File: config.mk
export PLATFORM = sky130hd
export DESIGN_NAME = cct_timer
export DESIGN_NICKNAME = d
export VERILOG_FILES = /design/src/rtl/cct_pkg.sv /design/src/rtl/cct_prescaler.sv /design/src/rtl/cct_counter.sv /design/src/rtl/cct_capture.sv /design/src/rtl/cct_compare.sv /design/src/rtl/cct_timer.sv
export SDC_FILE = /design/constraint.sdc
export NUM_CORES = 1
export LEC_CHECK = 0
export BUFFER_PORTS_ARGS = -buffer_cell sky130_fd_sc_hd__buf_2
export CORE_MARGIN = 2
export CORE_UTILIZATION = 65
export CTS_CLUSTER_DIAMETER = 100
export CTS_CLUSTER_SIZE = 12
export DETAILED_ROUTE_END_ITERATION = 8
export PLACE_DENSITY = 0.94
export SLEW_MARGIN = 20
export SYNTH_ARGS = -nofsm -noshare
export SYNTH_HDL_FRONTEND = slang
export SYNTH_SLANG_ARGS = --single-unit
File: constraint.sdc
create_clock -name clk -period 3 [get_ports clk]
set_input_delay 0.3 -clock clk [delete_from_list [all_inputs] [get_ports clk]]
set_output_delay 0.3 -clock clk [all_outputs]
set_load 0.1 [all_outputs]
File: src/rtl/cct_pkg.sv
// Shared register addresses, control-bit positions and flag type for the
// capture/compare timer. Assumes a 5-bit byte address space.
package cct_pkg;
    localparam int CNT_W = 16;
    localparam int ADDR_W = 5;

    localparam logic [ADDR_W-1:0] A_CTRL = 5'h12;
    localparam logic [ADDR_W-1:0] A_STAT = 5'h13;
    localparam logic [ADDR_W-1:0] A_ICH  = 5'h14;
    localparam logic [ADDR_W-1:0] A_ICL  = 5'h15;
    localparam logic [ADDR_W-1:0] A_OCH  = 5'h16;
    localparam logic [ADDR_W-1:0] A_OCL  = 5'h17;
    localparam logic [ADDR_W-1:0] A_CH   = 5'h18;
    localparam logic [ADDR_W-1:0] A_CL   = 5'h19;
    localparam logic [ADDR_W-1:0] A_AH   = 5'h1A;
    localparam logic [ADDR_W-1:0] A_AL   = 5'h1B;

    localparam int B_CAP  = 7;
    localparam int B_CMP  = 6;
    localparam int B_OVF  = 5;
    localparam int B_EDGE = 1;
    localparam int B_LVL  = 0;
    localparam logic [7:0] CTRL_MASK = 8'hE3;

    typedef struct packed {
        logic cap;
        logic cmp;
        logic ovf;
    } flags_t;
endpackage

File: src/rtl/cct_prescaler.sv
// Fixed clock divider: raises tick for one clock every DIV clocks.
// Assumes DIV >= 2. While stop is high the phase is held.
module cct_prescaler #(
    parameter int DIV = 4
) (
    input  logic clk,
    input  logic rst_n,
    input  logic stop,
    output logic tick
);
    localparam int PW = (DIV > 2) ? $clog2(DIV) : 1;
    localparam logic [PW-1:0] LAST = PW'(DIV - 1);

    logic [PW-1:0] phase_q;

    assign tick = !stop && (phase_q == LAST);

    // Phase counter, frozen by stop.
    always_ff @(posedge clk) begin
        if (!rst_n)
            phase_q <= '0;
        else if (!stop)
            phase_q <= tick ? '0 : phase_q + PW'(1);
    end
endmodule

File: src/rtl/cct_counter.sv
// Free-running up-counter. It steps once per tick and flags its wrap.
// Assumes tick is a one-clock pulse.
module cct_counter #(
    parameter int W = 16,
    parameter logic [W-1:0] RST_VAL = 16'hFFFC
) (
    input  logic         clk,
    input  logic         rst_n,
    input  logic         tick,
    output logic [W-1:0] cnt,
    output logic [W-1:0] nxt,
    output logic         wrap
);
    assign nxt  = cnt + W'(1);
    assign wrap = tick && (cnt == {W{1'b1}});

    // Count register.
    always_ff @(posedge clk) begin
        if (!rst_n)
            cnt <= RST_VAL;
        else if (tick)
            cnt <= nxt;
    end
endmodule

File: src/rtl/cct_capture.sv
// Input capture: synchronizes the pin and detects the selected edge.
// It loads the counter unless hold is set. Assumes the pin is low during reset.
module cct_capture #(
    parameter int W = 16,
    parameter int SYNC = 2
) (
    input  logic         clk,
    input  logic         rst_n,
    input  logic         pin,
    input  logic         rising_sel,
    input  logic         hold,
    input  logic [W-1:0] cnt,
    output logic [W-1:0] icr,
    output logic         cap_ev
);
    logic pin_s;
    logic prev_q;
    logic edge_hit;

    generate
        if (SYNC <= 1) begin : g_one
            logic s_q;
            // Single-flop synchronizer.
            always_ff @(posedge clk) begin
                if (!rst_n) s_q <= 1'b0;
                else        s_q <= pin;
            end
            assign pin_s = s_q;
        end else begin : g_chain
            logic [SYNC-1:0] s_q;
            // Multi-stage synchronizer shift chain.
            always_ff @(posedge clk) begin
                if (!rst_n) s_q <= '0;
                else        s_q <= {s_q[SYNC-2:0], pin};
            end
            assign pin_s = s_q[SYNC-1];
        end
    endgenerate

    assign edge_hit = rising_sel ? (pin_s && !prev_q) : (!pin_s && prev_q);
    assign cap_ev   = edge_hit && !hold;

    // Previous synchronized level and the capture register.
    always_ff @(posedge clk) begin
        if (!rst_n) begin
            prev_q <= 1'b0;
            icr    <= '0;
        end else begin
            prev_q <= pin_s;
            if (cap_ev)
                icr <= cnt;
        end
    end
endmodule

File: src/rtl/cct_compare.sv
// Output compare: holds the compare value and the match inhibit.
// It drives the pin level on a match. Assumes a 16-bit value in two bytes.
module cct_compare #(
    parameter int W = 16
) (
    input  logic         clk,
    input  logic         rst_n,
    input  logic         wr_hi,
    input  logic         wr_lo,
    input  logic [7:0]   wdata,
    input  logic         tick,
    input  logic [W-1:0] nxt,
    input  logic         lvl,
    output logic [W-1:0] ocr,
    output logic         off,
    output logic         match,
    output logic         pin
);
    assign match = tick && !off && (nxt == ocr);

    // Compare value bytes and the inhibit set by the high byte.
    always_ff @(posedge clk) begin
        if (!rst_n) begin
            ocr <= '0;
            off <= 1'b1;
        end else if (wr_hi) begin
            ocr[W-1:8] <= wdata;
            off        <= 1'b1;
        end else if (wr_lo) begin
            ocr[7:0] <= wdata;
            off      <= 1'b0;
        end
    end

    // Output level register, loaded on every match.
    always_ff @(posedge clk) begin
        if (!rst_n)     pin <= 1'b0;
        else if (match) pin <= lvl;
    end
endmodule

File: src/rtl/cct_timer.sv
// Capture/compare timer top: register decode, read buffering, two-step
// flag clearing and interrupt. Assumes bus_rdata is sampled in the same
// cycle as the strobe; side effects land on that cycle's clock edge.
module cct_timer
    import cct_pkg::*;
#(
    parameter int DIV  = 4,
    parameter int SYNC = 2
) (
    input  logic              clk,
    input  logic              rst_n,
    input  logic              stop,
    input  logic              bus_sel,
    input  logic              bus_wr,
    input  logic [ADDR_W-1:0] bus_addr,
    input  logic [7:0]        bus_wdata,
    output logic [7:0]        bus_rdata,
    input  logic              cap_pin,
    output logic              cmp_pin,
    output logic              irq
);
    logic             tick, wrap, cap_ev, match, cmp_off;
    logic [CNT_W-1:0] cnt, nxt, icr, ocr;
    logic [7:0]       ctrl_q, buf_q;
    logic             buf_full, hold_q;
    flags_t           flg_q, arm_q;

    logic rd, wr;
    assign rd = bus_sel && !bus_wr;
    assign wr = bus_sel && bus_wr;

    logic rd_stat, rd_hi, rd_lo, rd_ich, rd_icl, acc_icl, acc_ocl, acc_cl;
    assign rd_stat = rd && (bus_addr == A_STAT);
    assign rd_hi   = rd && (bus_addr == A_CH || bus_addr == A_AH);
    assign rd_lo   = rd && (bus_addr == A_CL || bus_addr == A_AL);
    assign rd_ich  = rd && (bus_addr == A_ICH);
    assign rd_icl  = rd && (bus_addr == A_ICL);
    assign acc_icl = bus_sel && (bus_addr == A_ICL);
    assign acc_ocl = bus_sel && (bus_addr == A_OCL);
    assign acc_cl  = bus_sel && (bus_addr == A_CL);

    cct_prescaler #(.DIV(DIV)) u_pre (
        .clk(clk), .rst_n(rst_n), .stop(stop), .tick(tick)
    );

    cct_counter #(.W(CNT_W), .RST_VAL(16'hFFFC)) u_cnt (
        .clk(clk), .rst_n(rst_n), .tick(tick),
        .cnt(cnt), .nxt(nxt), .wrap(wrap)
    );

    cct_capture #(.W(CNT_W), .SYNC(SYNC)) u_cap (
        .clk(clk), .rst_n(rst_n), .pin(cap_pin),
        .rising_sel(ctrl_q[B_EDGE]), .hold(hold_q), .cnt(cnt),
        .icr(icr), .cap_ev(cap_ev)
    );

    cct_compare #(.W(CNT_W)) u_cmp (
        .clk(clk), .rst_n(rst_n),
        .wr_hi(wr && bus_addr == A_OCH), .wr_lo(wr && bus_addr == A_OCL),
        .wdata(bus_wdata), .tick(tick), .nxt(nxt), .lvl(ctrl_q[B_LVL]),
        .ocr(ocr), .off(cmp_off), .match(match), .pin(cmp_pin)
    );

    // Control register; unimplemented bits are stored as zero.
    always_ff @(posedge clk) begin
        if (!rst_n)
            ctrl_q <= '0;
        else if (wr && bus_addr == A_CTRL)
            ctrl_q <= bus_wdata & CTRL_MASK;
    end

    // Counter low-byte buffer for coherent high-then-low reads.
    always_ff @(posedge clk) begin
        if (!rst_n) begin
            buf_q    <= '0;
            buf_full <= 1'b0;
        end else if (rd_hi && !buf_full) begin
            buf_q    <= cnt[7:0];
            buf_full <= 1'b1;
        end else if (rd_lo) begin
            buf_full <= 1'b0;
        end
    end

    // Capture hold between a high-byte read and a low-byte read.
    always_ff @(posedge clk) begin
        if (!rst_n)      hold_q <= 1'b0;
        else if (rd_ich) hold_q <= 1'b1;
        else if (rd_icl) hold_q <= 1'b0;
    end

    // Arm bits: loaded by a status read, dropped by the matching low access.
    always_ff @(posedge clk) begin
        if (!rst_n) begin
            arm_q <= '0;
        end else if (rd_stat) begin
            arm_q <= flg_q;
        end else begin
            if (acc_icl) arm_q.cap <= 1'b0;
            if (acc_ocl) arm_q.cmp <= 1'b0;
            if (acc_cl)  arm_q.ovf <= 1'b0;
        end
    end

    // Event flags: a new event wins over a clear in the same cycle.
    always_ff @(posedge clk) begin
        if (!rst_n) begin
            flg_q <= '0;
        end else begin
            if (cap_ev)                    flg_q.cap <= 1'b1;
            else if (acc_icl && arm_q.cap) flg_q.cap <= 1'b0;
            if (match)                     flg_q.cmp <= 1'b1;
            else if (acc_ocl && arm_q.cmp) flg_q.cmp <= 1'b0;
            if (wrap)                      flg_q.ovf <= 1'b1;
            else if (acc_cl && arm_q.ovf)  flg_q.ovf <= 1'b0;
        end
    end

    // Read data multiplexer.
    always_comb begin
        bus_rdata = '0;
        case (bus_addr)
            A_CTRL:      bus_rdata = ctrl_q;
            A_STAT:      bus_rdata = {flg_q.cap, flg_q.cmp, flg_q.ovf, 5'b0};
            A_ICH:       bus_rdata = icr[15:8];
            A_ICL:       bus_rdata = icr[7:0];
            A_OCH:       bus_rdata = ocr[15:8];
            A_OCL:       bus_rdata = ocr[7:0];
            A_CH, A_AH:  bus_rdata = cnt[15:8];
            A_CL, A_AL:  bus_rdata = buf_full ? buf_q : cnt[7:0];
            default:     bus_rdata = '0;
        endcase
    end

    assign irq = (flg_q.cap && ctrl_q[B_CAP]) ||
                 (flg_q.cmp && ctrl_q[B_CMP]) ||
                 (flg_q.ovf && ctrl_q[B_OVF]);
endmodule

==> impl_results.md, run 1 <==
* Total GRT Usage at 0.338
* Critical path cell sequence: mux2i_1, nand2_1, o21ai_0, o22ai_1, a222oi_1, inv_1, buf_2
* Logic gate share of total power at 0.070
* Ys async rst share at 0
* Synth cell types at 56
* Pwr dens at 484 mW/mm^2
* Post-detail-place hpwl at 7.26 mm
* Total CTS buffers at 9
* Tmin final at 2.60 ns
* Critical Path RT at 2.70 ns
* Post-CTS sizing at 0
* Initial antenna violation count at 0
* Global-route wire length before repair at 16.8 mm
* CTS root buffer: clkbuf_8
* Max-cap violation count at 0
* Cell area after synthesis at 0.00395 sq mm
* Metal-1 WL at 3.97 mm
* CP max stage delay at 0.68 ns
* Post-synthesis sequential area ratio at 0.386
* Hold path endpoint: u_cap.g_chain.s_q[0]
* Clock Sinks at 76
* CP startpoint kind: register
* Routed Antenna Nets at 0
* Hold Path Origin: cap_pin
* Slew margin rel. at 0.514
* Main area contributors after synthesis: dfxtp_1 39%, mux2i_1 10%, nand2_1 6.5%
* RSZ-0062 raised after global routing: no
* PortBufs at 28
* Worst slew pin tran at 0.729 ns
* Row cnt at 28
* Max Used Layer: met4
* Final design utilization at 0.719
* Slowest stage cell on the critical path: dfxtp_1
* Top-count cell post-synth: dfxtp_1
* Post-CTS Setup Inserts at 0
* WL final at 10.3 mm
* Via/cell ratio at 6.37
* Die span in x at 81.9 um
* Post-synth EDFFs at 0
* Die Ht at 81.9 um
* Commonest cells post-synth: 76 x dfxtp_1, 68 x nand2_1, 63 x nor2_1
* Final setup violation count at 0
* WHS Path Cells at 2
* Setup TNS at 0 ns
* Iter 0 DRT Violations at 508
* Synth Register Bits at 76
* Pint at 1.55 mW
* Worst reg2reg endpoint: u_cmp.pin
* Core box area at 0.00589 sq mm
* Most area-hungry cell type in the Yosys netlist: dfxtp_1
* Final Net Count at 503
* Met3 wire length at 878 um
* Ports at 29
* Hold WC Path Type: input pin to register
* Routed met2 length at 4.91 mm
* Worst setup path class: register to output port
* Die Area at 0.00671 sq mm
* Share of cells above drive strength 1 at 0.123
* Max VDD drop at 0.375 mV
* Clock power frac at 0.427
* Worst-path maximum fanout at 10
* WP data arrival at 2.30 ns
* GP Congestion at 0.957
* Longest Clk Path Bufs at 2
* Max Fclk at 384 MHz
* Synth-to-Final Area Change at 7.26%
* Drt first pass iters at 5
* Synth top area share at 0.386
* Final period util at 0.867
* Lkg Pwr at 1.67 nW
* Worst R2R Setup Slack at 0.40 ns
* Net Sw Frac at 0.242
* Synth Instances at 468
* Sequential Power Share at 0.504
* H-tree levels at 3
* Reg2Reg Depth at 7
* Post-CTS Hold Buffers at 0
* Worst Skew at 0.00873 ns
* Clock transition at path regs at 0.08 ns
* Fillers at 472
* Status: finished clean
* Psw at 496 uW
* Residual DRC at 0
* CP Capture Type: output port
* Final Hold Viols at 0
* R2R Path Start: u_cnt.cnt[0]
* Fin Hold WS at 0.145 ns
* Dominant synthesized flop cell: dfxtp_1
* Clock Latency Late Sink at 0.36 ns
* Vias in the first global route at 3480
* Synth warn at 0
* Largest net degree at the start of global routing at 33
* Initial Util at 0.670
* N_diodes at 0
* Global route overflow at 0
* Post-DR wirelength/cell at 18.3 um
* TritonCTS clock tree: yes
* Fin. max-slew vios at 0
* Synthesized area per cell at 8.43 sq um
* Synth Net Count at 489
* Via Count at 3578
## placed cells by master, fill, tap and decap left out, drive strengths merged, types with 3 or more instances in the layout
| cell | synthesis | layout |
|---|---|---|
| nand2b | 5 | 5 |
| xor2 | 8 | 8 |
| nor3b | 3 | 3 |
| nor2 | 64 | 64 |
| or2 | 3 | 3 |
| inv | 9 | 9 |
| buf | 15 | 36 |
| and3 | 7 | 7 |
| a21oi | 30 | 30 |
| nor3 | 10 | 10 |
| o21ai | 9 | 9 |
| a22oi | 15 | 15 |
| a221oi | 4 | 4 |
| nand2 | 68 | 68 |
| a31oi | 5 | 5 |
| dfxtp | 76 | 76 |
| a222oi | 5 | 5 |
| nor4 | 6 | 6 |
| xnor2 | 21 | 21 |
| nand3 | 18 | 18 |
| and2 | 4 | 4 |
| mux2i | 40 | 40 |
| clkbuf | 17 | 12 |
## power groups by stage
stage                     Sequential, mW  Combinational [mW]  Clock [mW]
after CTS                           1.03               0.140       0.879
after detailed placement            1.06               0.139           0
after floorplan                     1.05               0.102           0
after global routing                1.03               0.154       0.912
final                               1.03               0.142       0.874
after global placement              1.05               0.136           0
## cells by family after synthesis
group | after synthesis | synth area share
buf+inv | 42 | 0.0656
compound gates | 80 | 0.135
fa+ha+maj | 2 | 0.00634
simple gates | 199 | 0.241
flops | 76 | 0.386
mux | 40 | 0.101
xor+xnor | 29 | 0.0644
## critical path, delay by kind of cell (launching register included)
family	cells	cell delay, ns
compound gates	3	0.53
mux	1	0.28
flops	1	0.68
simple gates	1	0.08
buf+inv	2	0.36
## area by class of cell
type	count	area, sq um	share of cell area
multi-input combinational	350	2160	0.512
sequential	76	1520	0.360
timing repair buffer	36	200	0.0473
clock buffer	12	145	0.0343
tap	75	93.8	0.0222
clock inverter	4	72.6	0.0171
inverter	9	33.8	0.00798
## stage by stage
step	std cells	cell area (sq um)	power, mW	setup slack [ns]
2_1_floorplan	468	3950	1.15	0.662
5_1_grt	562	4230	2.10	0.240
4_1_cts	562	4230	2.05	0.417
3_3_place_gp	546	4010	1.19	0.751
6_report	562	4230	2.05	0.398
3_5_place_dp	546	4010	1.19	0.666
## state kept, by name, summed over array words and instances, names as in the netlist
name	flops
u_cmp.off	1
u_cap.prev_q	1
buf_q	8
u_cnt.cnt	16
buf_full	1
hold_q	1
arm_q	3
u_cap.g_chain.s_q	2
ctrl_q	5
u_cap.icr	16
u_cmp.pin	1
u_pre.phase_q	2
flg_q	3
u_cmp.ocr	16
## routing by layer
layer / up-vias / GRT usage
met2: 200 / 0.557
met1: 1661 / 0.412
met5: - / 0
met3: 58 / 0.0659
li1: 1659 / -
met4: 0 / 0.192
## how the worst max path moves through the flow
| stage | start | endpoint | slack, ns | depth (start not counted) |
|---|---|---|---|---|
| 6_report | buf_full | bus_rdata[0] | 0.40 | 7 |
| 3_3_place_gp | u_cnt.cnt[0] | u_cmp.pin | 0.75 | 7 |
| 3_5_place_dp | u_cnt.cnt[0] | u_cmp.pin | 0.67 | 7 |
| 4_1_cts | buf_full | bus_rdata[0] | 0.42 | 7 |
| 2_1_floorplan | buf_full | bus_rdata[5] | 0.66 | 5 |
| 5_1_grt | u_cnt.cnt[0] | u_cmp.pin | 0.24 | 7 |
(Power assumes the default switching activity.)
==> run 2, diff against run 1 <==
ABC_AREA = 1   (was not set)
CORE_UTILIZATION = 64   (was 65)
PLACE_DENSITY = 0.93   (was 0.94)
==> run 2 against run 1 <==
Effect of this change:
- combinational power up 30%
- non-clock buffer count down 6
- cell area grew 0.15%
- global-route usage rose by 1.6 points
- synthesized area down 2.7%
- critical path type unchanged
- largest cell class unchanged
==> impl_results.md, run 2 <==
* Residual DRC at 0 (unchanged)
* PortBufs at 28 (unchanged)
* Post-CTS Setup Inserts at 0 (unchanged)
* Final Hold Viols at 0 (unchanged)
* Compound-cell area share of the yosys netlist at 0.215 (+0.0803)
* Post-CTS Hold Buffers at 0 (unchanged)
* Critical path cell sequence: inv_1, nor2_1, a211oi_1, a221oi_1, nand3_1, buf_2
* Tmin final at 2.46 ns (-0.139 ns)
* Initial Util at 0.656 (-0.0140)
* Synth Register Bits at 76 (unchanged)
* Fin Hold WS at 0.151 ns (+0.00643 ns)
* Iter 0 DRT Violations at 497 (-2.2%)
* WL final at 11.2 mm (+9.1%)
* Setup TNS at 0 ns (unchanged)
* Final Cell Area at 0.00424 sq mm (+0.15%)
* Crit path to: bus_rdata[1]
* N_diodes at 0 (unchanged)
* CTS root buffer: clkbuf_8
* Die span in x at 81.5 um (-0.54%)
* Max VDD drop at 0.389 mV (+3.6%)
* Max-cap violation count at 0 (unchanged)
* Synth-to-Final Area Change at 10.4%
* Slowest stage cell on the critical path: dfxtp_1
* Reg2Reg Depth at 12 (+5)
* Longest Clk Path Bufs at 2 (unchanged)
* Post-synth EDFFs at 0 (unchanged)
* Clock Sinks at 76 (unchanged)
* Synth Net Count at 582 (+19%)
* Post-synthesis adder-cell area fraction at 0.00652 (+0.000174)
* Post-detail-place hpwl at 8.10 mm (+12%)
* Cell area after synthesis at 0.00384 sq mm (-2.7%)
* Synth cell types at 36 (-36%)
* Share of cells above drive strength 1 at 0.108 (-0.0151)
* Net Sw Frac at 0.252 (+0.0104)
* Clock power frac at 0.412 (-0.015)
* Final Net Count at 609 (+21%)
* Lkg Pwr at 1.98 nW (+18%)
* Via/cell ratio at 6.09 (-4.4%)
* Synth Area in Simple Gates at 0.276 (+0.0343)
* Most frequent cells in the layout: 122 x nand2_1, 76 x dfxtp_1, 72 x inv_1
* Post-synthesis sequential area ratio at 0.396 (+0.0106)
* Vias in the first global route at 3547 (+1.9%)
* Worst-path maximum fanout at 12 (+2)
* Ports at 29 (unchanged)
* Main area contributors after synthesis: dfxtp_1 40%, nand2_1 12%, a21oi_1 7.7%
* Pwr dens at 493 mW/mm^2 (+1.9%)
* Total CTS buffers at 9 (unchanged)
* Max Fclk at 406 MHz (+5.7%)
* Total power at 2.09 mW (+2.0%)
* Post-CTS sizing at 0 (unchanged)
* Routed met2 length at 5.19 mm (+5.7%)
* Commonest cells post-synth: 122 x nand2_1, 76 x dfxtp_1, 72 x inv_1
* Via Count at 4061 (+13%)
* WP data arrival at 2.16 ns (-0.14 ns)
* Synth Instances at 561 (+20%)
* CP max stage delay at 0.60 ns (-0.08 ns)
* Psw at 527 uW (+6.4%)
* Largest net degree at the start of global routing at 51 (+55%)
* CP Launch Point: buf_full
* Die Area at 0.00664 sq mm (-1.1%)
* Sequential Power Share at 0.500 (-0.004)
* Total GRT Usage at 0.354 (+0.0160)
* H-tree levels at 3 (unchanged)
* Drt first pass iters at 5 (unchanged)
* Die Ht at 81.5 um (-0.54%)
* Regs by FF count: u_cap.icr: 16 flops, u_cmp.ocr: 16 flops, u_cnt.cnt: 16 flops
* Critical Path RT at 2.70 ns (about the same)
* Metal-1 WL at 4.59 mm (+15%)
* Clock Latency Late Sink at 0.36 ns (about the same)
* Global-route wire length before repair at 17.4 mm (+3.4%)
* Worst reg2reg endpoint: u_cmp.pin
* Most area-hungry cell type in the Yosys netlist: dfxtp_1
* Top-count cell post-synth: nand2_1
* Core box area at 0.00585 sq mm (-0.60%)
* Dominant synthesized flop cell: dfxtp_1
* Max Used Layer: met4
* Clock transition at path regs at 0.07 ns (about the same)
* WP buf/inv at 2 (unchanged)
* Synth warn at 0 (unchanged)
* Status: finished clean
* Final period util at 0.821 (-0.0464)
* GP Congestion at 0.991 (+3.5%)
* Global route overflow at 0 (unchanged)
* Post-synthesis mux area share at 0 (-0.101)
* Fin. max-slew vios at 0 (unchanged)
* CP Capture Type: output port
* Worst R2R Setup Slack at 0.81 ns (+0.41 ns)
* Logic gate share of total power at 0.088 (+0.018)
* Final setup violation count at 0 (unchanged)
* Synthesized area per cell at 6.84 sq um (-19%)
* Met3 wire length at 1.15 mm (+30%)
* Initial antenna violation count at 0 (unchanged)
* Post-DR wirelength/cell at 16.9 um (-8.1%)
* Slew margin rel. at 0.411 (-0.103)
* CP delay by family, top: flip-flops
* Hold WC Path Type: input pin to register
* Row cnt at 28 (unchanged)
* Ys async rst share at 0 (unchanged)
* Most common cell after layout, fill and taps aside: nand2_1
* Largest family of logic cells by synthesized area: simple AND/OR/NAND/NOR gates
* Worst slew pin tran at 0.883 ns (+0.155 ns)
* R2R Path Start: u_cnt.cnt[0]
* RSZ-0062 raised after global routing: no
* Final design utilization at 0.724 (+0.00537)
* Placement-stage cell area at 0.00402 sq mm (+0.22%)
* TritonCTS clock tree: yes
* Pint at 1.56 mW (+0.63%)
* Routed Antenna Nets at 0 (unchanged)
* Worst setup path class: register to output port
* Worst Skew at 0.00760 ns (-0.00113 ns)
* CP startpoint kind: register
* Critical Path Stages at 6 (-1)
* Synth Area in XOR/XNOR at 0.0127 (-0.0517)
* Synth top area share at 0.396 (+0.0106)
[run 2: cell count changes after synthesis, moves of 17 or more]
cell | before | now
a21oi_1 | 30 | 59
nor2_1 | 63 | 46
mux2i_1 | 40 | 0
nand2_1 | 68 | 122
o21ai_0 | 8 | 54
inv_1 | 9 | 72
nand3_1 | 16 | 43
xnor2_1 | 21 | 1
[run 2: through the flow]
| stage | worst slack (ns) | instances |
|---|---|---|
| floorplan | 0.265 | 561 |
| global placement | 0.781 | 652 |
| detailed placement | 0.756 | 652 |
| CTS | 0.576 | 667 |
| global route | 0.417 | 667 |
| finish | 0.538 | 667 |
[run 2: worst min path at each step]
stage,from,to,slack [ns],cells past startpoint
global route,cap_pin,u_cap.g_chain.s_q[0],0.16,3
detailed placement,u_cap.g_chain.s_q[0],u_cap.g_chain.s_q[1],0.41,2
global placement,u_cap.g_chain.s_q[0],u_cap.g_chain.s_q[1],0.41,2
finish,cap_pin,u_cap.g_chain.s_q[0],0.15,3
CTS,cap_pin,u_cap.g_chain.s_q[0],0.16,3
floorplan,u_cap.g_chain.s_q[0],u_cap.g_chain.s_q[1],0.39,2
[run 2: final cells by class]
class,count,area [sq um]
Inverter,78,293
Multi-Input combinational cell,393,1960
Fill cell,436,1610
Clock buffer,11,141
Sequential cell,76,1520
Tap cell,75,93.8
Clock inverter,4,73.8
Timing Repair Buffer,30,155
[run 2: worst reg2reg max path, cell delays in order, from the launching register on]
cell     delay (ns)
dfxtp_1        0.41
ha_1           0.22
nand3_1        0.20
nor2_1         0.29
nand4_1        0.17
nand2_1        0.12
nand2_1        0.05
nand2_1        0.08
nand3_1        0.09
nor2_2         0.22
nand3_1        0.12
nand2_1        0.09
nor2_1         0.04
[run 2: routing by layer]
| metal | vias to the layer above | global-route usage |
|---|---|---|
| li1 | 1932 | - |
| met1 | 1830 | 0.470 |
| met2 | 266 | 0.561 |
| met3 | 33 | 0.0791 |
| met4 | 0 | 0.141 |
| met5 | - | 0 |
[run 2: cells by family (layout without fill, tap and decap cells)]
family / after synthesis / after routing
adders and majority gates: 2 / 2
DFF: 76 / 76
xor gates and xnor gates: 4 / 4
and+or+nand+nor: 239 / 239
buffers and inverters: 92 / 123
AOI/OAI and AO/OA: 148 / 148
[run 2: power by group through the flow]
stage	logic, mW	clock network (mW)	registers [mW]
after global placement	0.175	0	1.07
after global routing	0.200	0.903	1.05
after CTS	0.181	0.860	1.04
final	0.184	0.861	1.04
after floorplan	0.132	0	1.06
after detailed placement	0.180	0	1.07
==> run 3, diff against run 2 <==
ABC_AREA = 0   (was 1)
CORE_UTILIZATION = 54   (was 64)
PLACE_DENSITY = 0.85   (was 0.93)
clock period = 2.23 ns   (was 3 ns; I/O delays follow)
==> run 3 against run 2 <==
Effect of this change:
- critical path depth is the same
- sequential share of layout area shrank 2.2 points
- largest cell class unchanged
- hold slack lost 0.072 ns
- flip-flop and latch count is the same
- clock-buffer cell count shrank 1
- via count shrank 11%
- non-clock buffer count grew 25
- combinational power grew 21%
- global-route usage shrank 7.1 points
- clock power grew 32%
- first-iteration DRC count shrank 12%
- total power grew 32%
==> impl_results.md, run 3 (synthesized netlist as in run 1, its figures left out) <==
* Most common cell after layout, fill and taps aside: dfxtp_1
* GP Congestion at 0.948 (-4.3%)
* Sequential Area at 0.00153 sq mm (+0.33%)
* Final Hold Viols at 0 (unchanged)
* Via Count at 3598 (-11%)
* CTS root buffer: clkbuf_8
* Total CTS buffers at 9 (unchanged)
* WL final at 10.7 mm (-4.8%)
* Pint at 2.08 mW (+33%)
* Met3 Use GR at 0.0508 (-0.0283)
* Most frequent cells in the layout: 74 x dfxtp_1, 68 x nand2_1, 63 x nor2_1
* Iter 0 DRT Violations at 437 (-12%)
* Net Sw Frac at 0.244 (-0.00878)
* Total power at 2.75 mW (+32%)
* Worst setup path class: register to output port
* Die Area at 0.00800 sq mm (+21%)
* Sequential Power Share at 0.504 (+0.004)
* Worst slew pin tran at 0.527 ns (-0.356 ns)
* Ports at 29 (unchanged)
* TritonCTS clock tree: yes
* WHS Path Cells at 2 (-1)
* Post-Layout Cell Count at 605 (-9.3%)
* Post-DR wirelength/cell at 17.7 um (+4.9%)
* Global route overflow at 0 (unchanged)
* Final period util at 0.967
* Residual DRC at 0 (unchanged)
* Clock Latency Late Sink at 0.35 ns (about the same)
* Reg2Reg Depth at 7 (-5)
* Core box area at 0.00718 sq mm (+23%)
* Top Usage Layer GRT: met2
* Pwr dens at 607 mW/mm^2 (+23%)
* Worst Skew at 0.00918 ns (+0.00158 ns)
* Global-route wire length before repair at 16.9 mm (-2.7%)
* Final Net Count at 522 (-14%)
* Post-Place Cells at 589 (-9.7%)
* Max VDD drop at 0.417 mV (+7.2%)
* Post-detail-place hpwl at 7.69 mm (-5.1%)
* Status: finished clean
* Max Fclk at 464 MHz
* Largest net degree at the start of global routing at 37 (-27%)
* Clock power frac at 0.415 (+0.003)
* Lkg Pwr at 1.79 nW (-9.7%)
* Post-CTS Hold Buffers at 0 (unchanged)
* N_diodes at 0 (unchanged)
* Initial antenna violation count at 0 (unchanged)
* Global Route met2 Usage at 0.474 (-0.0866)
* WP data arrival at 1.93 ns (-0.23 ns)
* Footprint of the multi-input gates at 0.00217 sq mm (+11%)
* CP Capture Type: output port
* H-tree levels at 3 (unchanged)
* Via/cell ratio at 5.95 (-2.3%)
* Final setup violation count at 0 (unchanged)
* Regs by FF count: u_cap.icr: 16 flops, u_cmp.ocr: 16 flops, u_cnt.cnt: 16 flops
* Hold WC Path Type: input pin to register
* Clock Sinks at 76 (unchanged)
* Max-cap violation count at 0 (unchanged)
* Psw at 670 uW (+27%)
* CP startpoint kind: register
* Share of cells above drive strength 1 at 0.166 (+0.0579)
* Tmin final at 2.16 ns
* Drt first pass iters at 5 (unchanged)
* Longest Clk Path Bufs at 2 (unchanged)
* PortBufs at 28 (unchanged)
* Worst-path maximum fanout at 9 (-3)
* Met1 usage at 0.363 (-0.107)
* Total GRT Usage at 0.283 (-0.0706)
* Routed Antenna Nets at 0 (unchanged)
* Setup TNS at 0 ns (unchanged)
* Fin. max-slew vios at 0 (unchanged)
* Initial Util at 0.550 (-0.107)
* Die Ht at 89.5 um (+9.8%)
* Placement-stage cell area at 0.00431 sq mm (+7.2%)
* Final Cell Area at 0.00454 sq mm (+7.0%)
* Worst setup margin at 0.0738 ns (-0.464 ns)
* Worst R2R Setup Slack at 0.15 ns (-0.66 ns)
* Critical Path RT at 2.01 ns (-0.69 ns)
* Vias in the first global route at 3330 (-6.1%)
* Fillers at 626 (+44%)
* Clock transition at path regs at 0.08 ns (about the same)
* Synth-to-Final Area Change at 15.0%
* Slew margin rel. at 0.648 (+0.237)
* Die span in x at 89.5 um (+9.8%)
* Row cnt at 31 (+11%)
* RSZ-0062 raised after global routing: no
* Setup slack at placement at 0.159 ns (-0.598 ns)
* Logic gate share of total power at 0.081 (-0.007)
## run 3: cell types whose count changed in the layout (fill, tap and decap cells not counted), sizes merged, moves of 10 or more
cell	previous run	this run
a21oi	60	30
a22oi	5	15
buf	30	55
inv	76	9
mux2i	0	40
nand2	125	68
nand3	43	18
o21ai	57	9
xnor2	1	21
## run 3: final cells by class
class	instances	share of cell area
clock inverters	6	0.0196
flip-flops and latches	76	0.337
well taps	99	0.0273
inverters	9	0.00745
repair buffers	55	0.102
clock buffers	10	0.0281
multi-input cells	350	0.479
## run 3: path summary, 6_finish.rpt
| check | start | endpoint |
|---|---|---|
| worst max-delay path | u_cnt.cnt[5] | bus_rdata[5] |
| worst min-delay path | cap_pin | u_cap.g_chain.s_q[0] |
| worst max register to register | u_cnt.cnt[1] | u_cmp.pin |
| worst min register to register | u_cap.g_chain.s_q[0] | u_cap.g_chain.s_q[1] |
## run 3: routing by layer
metal  wire length, um  vias to the layer above
li1                  -                     1691
met1              4500                     1717
met2              5180                      167
met3               747                       23
met4               267                        0
met5                 0                        -
## run 3: critical path, stage by stage (launching register included)
cell      delay [ns]
dfxtp_1         0.36
buf_4           0.20
mux2i_1         0.20
a21oi_1         0.10
a222oi_1        0.35
nand3_2         0.16
buf_12          0.20
## run 3: timing repair
action                                  4_1_cts  5_1_grt
gates resized for setup                       1        3
setup buffers                                 0        0
endpoints found under the setup margin        7        5
## run 3: power groups by stage
stage | Sequential [mW] | Clock [mW] | Combinational [mW]
finish | 1.39 | 1.14 | 0.223
global route | 1.39 | 1.21 | 0.237
CTS | 1.39 | 1.15 | 0.221
detailed placement | 1.42 | 0 | 0.220
global placement | 1.42 | 0 | 0.215
floorplan | 1.41 | 0 | 0.137
## run 3: stage by stage
| stage | hold WS [ns] | util |
|---|---|---|
| 6_report | 0.0791 | 0.632 |
| 5_1_grt | 0.0786 | 0.632 |
| 4_1_cts | 0.0720 | 0.631 |
| 3_5_place_dp | 0.422 | 0.601 |
| 3_3_place_gp | 0.418 | 0.601 |
| 2_1_floorplan | 0.350 | - |
